[src/rtl/ovf_irq_pkg.sv]
package ovf_irq_pkg;

  localparam int REG_W = 8;

  // next value of one sticky status bit
  function automatic logic sticky_bit(input logic cur, input logic wr_sel,
                                      input logic wd, input logic set);
    logic kept;
    kept = wr_sel ? (cur & wd) : cur;
    return kept | set;
  endfunction

  // does a group contribute to its summary bit
  function automatic logic grp_live(input logic cnt_any, input logic fifo_bit,
                                    input logic fifo_en, input logic grp_en);
    return grp_en & (cnt_any | (fifo_bit & fifo_en));
  endfunction

endpackage

[src/rtl/ovf_sticky_reg.sv]
module ovf_sticky_reg #(
  parameter int W = 5
) (
  input  logic         clk,
  input  logic         rst_n,
  input  logic [W-1:0] set_i,
  input  logic         wr_i,
  input  logic [W-1:0] wdata_i,
  output logic [W-1:0] q_o
);
  import ovf_irq_pkg::*;

  logic [W-1:0] nxt;

  for (genvar b = 0; b < W; b++) begin : g_bit
    assign nxt[b] = sticky_bit(q_o[b], wr_i, wdata_i[b], set_i[b]);
  end

  always_ff @(posedge clk) begin
    if (!rst_n) q_o <= '0;
    else        q_o <= nxt;
  end
endmodule

[src/rtl/ovf_group_summary.sv]
module ovf_group_summary #(
  parameter int NUM_GRP = 4,
  parameter int GRP_CNT = 4,
  localparam int GRP_SRC = GRP_CNT + 1
) (
  input  logic [NUM_GRP*GRP_SRC-1:0] leaf_i,
  input  logic [NUM_GRP-1:0]         grp_en_i,
  input  logic [NUM_GRP-1:0]         fifo_en_i,
  output logic [NUM_GRP-1:0]         live_o
);
  import ovf_irq_pkg::*;

  for (genvar g = 0; g < NUM_GRP; g++) begin : g_grp
    logic [GRP_SRC-1:0] leaf;
    assign leaf      = leaf_i[g*GRP_SRC +: GRP_SRC];
    assign live_o[g] = grp_live(|leaf[GRP_CNT-1:0], leaf[GRP_CNT],
                                fifo_en_i[g], grp_en_i[g]);
  end
endmodule

[src/rtl/ovf_irq_aggregator.sv]
module ovf_irq_aggregator #(
  parameter int NUM_GRP = 4,
  parameter int GRP_CNT = 4,
  parameter int LINK_W  = 8,
  parameter int NB_CNT  = 4,
  parameter int ADDR_W  = 4
) (
  input  logic                       clk,
  input  logic                       rst_n,
  input  logic [NUM_GRP*GRP_CNT-1:0] grp_cnt_ovf,
  input  logic [NUM_GRP-1:0]         grp_fifo_ovf,
  input  logic [LINK_W-1:0]          link_cnt_ovf,
  input  logic [NB_CNT-1:0]          nb_cnt_ovf,
  input  logic                       nb_fifo_ovf,
  input  logic [ADDR_W-1:0]          reg_addr,
  input  logic                       reg_wr,
  input  logic [7:0]                 reg_wdata,
  input  logic                       reg_rd,
  output logic [7:0]                 reg_rdata,
  output logic                       irq
);
  import ovf_irq_pkg::*;

  localparam int GRP_SRC  = GRP_CNT + 1;
  localparam int NB_W     = NB_CNT + 1;
  localparam int A_SUM    = NUM_GRP;
  localparam int A_GRPEN  = NUM_GRP + 1;
  localparam int A_FIFOEN = NUM_GRP + 2;
  localparam int A_LINK   = NUM_GRP + 3;
  localparam int A_NB     = NUM_GRP + 4;

  // named write events
  logic [NUM_GRP-1:0] wr_grp;
  logic               wr_grpen, wr_fifoen, wr_link, wr_nb;

  assign wr_grpen  = reg_wr && (reg_addr == ADDR_W'(A_GRPEN));
  assign wr_fifoen = reg_wr && (reg_addr == ADDR_W'(A_FIFOEN));
  assign wr_link   = reg_wr && (reg_addr == ADDR_W'(A_LINK));
  assign wr_nb     = reg_wr && (reg_addr == ADDR_W'(A_NB));

  // group leaf registers
  logic [NUM_GRP*GRP_SRC-1:0] leaf_flat;

  for (genvar g = 0; g < NUM_GRP; g++) begin : g_leaf
    assign wr_grp[g] = reg_wr && (reg_addr == ADDR_W'(g));
    ovf_sticky_reg #(.W(GRP_SRC)) u_leaf (
      .clk    (clk),
      .rst_n  (rst_n),
      .set_i  ({grp_fifo_ovf[g], grp_cnt_ovf[g*GRP_CNT +: GRP_CNT]}),
      .wr_i   (wr_grp[g]),
      .wdata_i(reg_wdata[GRP_SRC-1:0]),
      .q_o    (leaf_flat[g*GRP_SRC +: GRP_SRC])
    );
  end

  // link and non-bonded status
  logic [LINK_W-1:0] link_q;
  logic [NB_W-1:0]   nb_q;

  ovf_sticky_reg #(.W(LINK_W)) u_link (
    .clk(clk), .rst_n(rst_n), .set_i(link_cnt_ovf), .wr_i(wr_link),
    .wdata_i(reg_wdata[LINK_W-1:0]), .q_o(link_q)
  );

  ovf_sticky_reg #(.W(NB_W)) u_nb (
    .clk(clk), .rst_n(rst_n), .set_i({nb_fifo_ovf, nb_cnt_ovf}), .wr_i(wr_nb),
    .wdata_i(reg_wdata[NB_W-1:0]), .q_o(nb_q)
  );

  // enable masks
  logic [NUM_GRP-1:0] grp_en_q, fifo_en_q;

  always_ff @(posedge clk) begin
    if (!rst_n) begin
      grp_en_q  <= '0;
      fifo_en_q <= '0;
    end else begin
      if (wr_grpen)  grp_en_q  <= reg_wdata[NUM_GRP-1:0];
      if (wr_fifoen) fifo_en_q <= reg_wdata[NUM_GRP-1:0];
    end
  end

  // summary level
  logic [NUM_GRP-1:0] sum_live, sum_q;

  ovf_group_summary #(.NUM_GRP(NUM_GRP), .GRP_CNT(GRP_CNT)) u_sum (
    .leaf_i(leaf_flat), .grp_en_i(grp_en_q), .fifo_en_i(fifo_en_q), .live_o(sum_live)
  );

  always_ff @(posedge clk) begin
    if (!rst_n) sum_q <= '0;
    else        sum_q <= sum_live;
  end

  // interrupt level
  logic irq_next;
  assign irq_next = (|sum_q) | (|link_q) | (|nb_q);

  always_ff @(posedge clk) begin
    if (!rst_n) irq <= 1'b0;
    else        irq <= irq_next;
  end

  // read port
  logic [REG_W-1:0] rd_next;

  always_comb begin
    rd_next = '0;
    for (int g = 0; g < NUM_GRP; g++) begin
      if (reg_addr == ADDR_W'(g)) rd_next = REG_W'(leaf_flat[g*GRP_SRC +: GRP_SRC]);
    end
    if (reg_addr == ADDR_W'(A_SUM))    rd_next = REG_W'(sum_q);
    if (reg_addr == ADDR_W'(A_GRPEN))  rd_next = REG_W'(grp_en_q);
    if (reg_addr == ADDR_W'(A_FIFOEN)) rd_next = REG_W'(fifo_en_q);
    if (reg_addr == ADDR_W'(A_LINK))   rd_next = REG_W'(link_q);
    if (reg_addr == ADDR_W'(A_NB))     rd_next = REG_W'(nb_q);
  end

  always_ff @(posedge clk) begin
    if (!rst_n)      reg_rdata <= '0;
    else if (reg_rd) reg_rdata <= rd_next;
  end
endmodule

[config.mk]
export PLATFORM = sky130hd
export DESIGN_NAME = ovf_irq_aggregator
export DESIGN_NICKNAME = d
export VERILOG_FILES = /design/src/rtl/ovf_irq_pkg.sv /design/src/rtl/ovf_sticky_reg.sv /design/src/rtl/ovf_group_summary.sv /design/src/rtl/ovf_irq_aggregator.sv
export SDC_FILE = /design/constraint.sdc
export NUM_CORES = 1
export LEC_CHECK = 0
export BUFFER_PORTS_ARGS = -buffer_cell sky130_fd_sc_hd__buf_2
export CAP_MARGIN = 0
export CORE_ASPECT_RATIO = 0.75
export CORE_MARGIN = 8
export CORE_UTILIZATION = 53
export DETAILED_ROUTE_END_ITERATION = 8
export HOLD_SLACK_MARGIN = 0.08
export PLACE_DENSITY_LB_ADDON = 0.05
export SLEW_MARGIN = 10
export SYNTH_ARGS = -nofsm -noshare
export SYNTH_HDL_FRONTEND = slang
export SYNTH_SLANG_ARGS = --single-unit
export TNS_END_PERCENT = 1
[constraint.sdc]
create_clock -name clk -period 2 [get_ports clk]
set_clock_uncertainty 0.1 [all_clocks]
set_input_delay 0.2 -clock clk [delete_from_list [all_inputs] [get_ports clk]]
set_output_delay 0.2 -clock clk [all_outputs]
set_load 0.05 [all_outputs]
==> run_results.csv <==
group,metric,value,unit
layout,nNetsFinal,396,
cts,cts_buffer_depth,2,
worst_setup_path,crit_family,"simple AND/OR/NAND/NOR gates",
place,hpwl,5.042,mm
grt,gr-total-overflow,0,
timing,fmax,677.7,MHz
cts,cts_resized,0,
worst_setup_path,critical_path.endpoint,"g_leaf[3].u_leaf.q_o[1]",
timing,setup_viol,0,
cts,clock_sinks,54,
power,p_leak,0.001333,uW
synth,synth_area,0.002471,sq mm
drt,ant_nets,0,
place,placed_area,0.002761,sq mm
synth,ys_seq_area_share,43.75,%
synth,postSynthCellCount,263,
layout,antenna_cells,0,
layout,final_cell_area,0.003208,sq mm
worst_setup_path,r2r_cells,3,
hold_path,worstHoldPathType,"in -> reg",
synth,synth-edff-count,0,
cts,clk_pin_slew,100,ps
drt,viasPerCell,5.805,
worst_setup_path,slowest_stage,"nor3b_1",
synth,synth_seq_cells,54,
power,irDropWorstVdd,0.4870,mV
worst_setup_path,worstSetupPathDepth,5,
synth,syn-num-nets,312,
run,cap_violations,0,
timing,slew_viol_final,0,
synth,synth_cell_type_count,39,
place,dp_slack,257.1,ps
floorplan,dieArea,0.007126,sq mm
cts,cts_max_level,2,
outcome,status,"finished, final reports clean",
cts,hold_buffers,33,
drt,drt-total-wl,7.288,mm
worst_setup_path,path_buf_inv,1,
grt,track_usage,21.14,%
floorplan,start_util,55.32,%
drt,wl_per_cell,18.00,microns
drt,drt_iter0_drc,242,
power,power_density,710.4,mW/mm^2
synth,synthArstFlopShare,0,%
cts,clock_tree.root_cell,"clkbuf_8",
grt,grt_pass1_wl,11.57,mm
timing,rsz0062_at_grt,"false",
layout,syn_to_final_growth,29.82,%
grt,antenna_found_initial,0,
worst_setup_path,timing.critical_path.from,"reg_addr[3]",
timing,tns,0,ps
worst_setup_path,arrival,1580,ps
timing,layout_setup_ws,524.3,ps
timing,hold_viol_final,0,
drt,firstDrtPassIters,5,
worst_setup_path,rrSetupSlack,570,ps
grt,grt_max_degree,52,
worst_setup_path,crit_type,"in -> reg",
floorplan,boundaryPins,58,
timing,tightest_slew,529.5,ps
hold_path,holdPathStages,3,
synth,synth_top_area_share,43.75,%
layout,drive_above_1_share,19.83,%
cts,clk_latency,310,ps
cts,numCtsBuffers,5,
synth,synth_top_flop_cell,"dfxtp_1",
drt,drc,0,
synth,synth_top_area_cell,"dfxtp_1",
floorplan,die_height,75.14,microns
worst_setup_path,crit_fanout,12,
floorplan,die_w,94.85,microns
timing,fin_crit,1476,ps
worst_setup_path,rr_startpoint,"u_nb.q_o[3]",
worst_setup_path,path_cells,"buf_2 > nor3b_1 > nand3_1 > o21ai_0 > a21boi_0",
cts,cts_tree,"yes",
layout,finalNonFillerCells,405,
synth,ys_top_cells_by_area,"dfxtp_1 (44%), o21a_1 (8.8%), a21boi_0 (7.0%), mux2i_1 (6.5%), o21ai_0 (4.5%)",
cts,cts_setup_buffers,0,
drt,vias,2351,
worst_setup_path,cp-end-kind,"flop",
timing,slew_headroom,64.37,%
synth,avgSynthCellArea,9.396,sq um
worst_setup_path,startpoint_type,"primary input",
worst_setup_path,required,2100,ps
timing,finalCritPeriodShare,73.78,%
place,io_buffers,57,
synth,synth_most_common_cell,"dfxtp_1",
worst_setup_path,slowest_delay,450,ps
floorplan,placementRows,21,
synth,synth_common_cells,"dfxtp_1 (54), o21a_1 (29), a21boi_0 (23)",
place,place.gp.congestion,0.8915,
worst_setup_path,reg2reg_to,"irq",
grt,first_global_vias,2363,
floorplan,core_area,0.004467,sq mm
synth,yosys_warnings,0,
place,dp_cells,364,
==> tightest hold or removal path: cells and delay by family <==
kind | cells | cell delay [ps]
buf+inv | 1 | 70
compound gates | 2 | 210
==> area by class of cell <==
type / instances / area, sq um
Clock buffer: 5 / 68.82
Clock inverter: 3 / 47.55
Fill cell: 378 / 1259
Inverter: 21 / 78.83
Multi-Input combinational cell: 173 / 1230
Sequential cell: 54 / 1081
Tap cell: 57 / 71.32
Timing Repair Buffer: 92 / 630.6
==> kinds of logic after synthesis <==
family,synth area share (%)
AOI/OAI and AO/OA,29.37
buffers and inverters,6.481
DFF,43.75
muxes,7.392
and+or+nand+nor,13.01
==> state kept, by name, indices dropped and copies added, names as in the netlist <==
register	count
g_leaf.u_leaf.q_o	20
grp_en_q	4
fifo_en_q	4
sum_q	4
reg_rdata	8
u_link.q_o	8
irq	1
u_nb.q_o	5
==> stage by stage <==
step                utilization, %  hold WS (ps)  total power (uW)
global route                 71.82         87.07              2371
global placement             61.82         307.6              1480
floorplan                        -         223.8              1370
detailed placement           61.82         308.8              1486
CTS                          71.82         83.70              2275
finish                       71.82         94.25              2279
==> layer usage <==
metal | vias up | wire length [microns] | part of all wire [%] | track usage (%)
li1 | 1121 | - | - | -
met1 | 1125 | 3347 | 46 | 28.54
met2 | 91 | 3289 | 45 | 32.15
met3 | 14 | 536 | 7.4 | 5.378
met4 | 0 | 115 | 1.6 | 6.897
met5 | - | 0 | 0 | 0
==> power by group <==
part | internal (uW) | switching, uW
Sequential | 1130 | 51.8
Clock | 380 | 380
Combinational | 171 | 164
Total | 1680 | 596
==> worst min path at each step <==
stage,startpoint,slack (ps),to
after global routing,reg_wdata[7],90,u_link.q_o[7]
after CTS,reg_wdata[7],80,u_link.q_o[7]
after floorplan,link_cnt_ovf[0],220,u_link.q_o[0]
final,reg_wdata[5],90,u_link.q_o[5]
after detailed placement,nb_fifo_ovf,310,u_nb.q_o[4]
after global placement,link_cnt_ovf[5],310,u_link.q_o[5]
==> cell usage in the layout (no fill, tap or decap), types with 2 or more instances in the layout <==
| master | count |
|---|---|
| nor4_1 | 7 |
| and3_1 | 2 |
| a21boi_0 | 23 |
| dfxtp_1 | 54 |
| clkbuf_8 | 5 |
| buf_4 | 2 |
| a221oi_1 | 5 |
| a22o_1 | 3 |
| o21a_1 | 29 |
| nand3_1 | 4 |
| mux2i_1 | 16 |
| nand2_1 | 15 |
| nor2b_1 | 11 |
| o21ai_0 | 22 |
| a21oi_1 | 4 |
| inv_1 | 21 |
| nand2b_1 | 3 |
| nor2_1 | 4 |
| dlygate4sd3_1 | 33 |
| o311ai_1 | 3 |
| o22a_1 | 4 |
| a222oi_1 | 4 |
| buf_2 | 57 |
(Power assumes the default switching activity.)
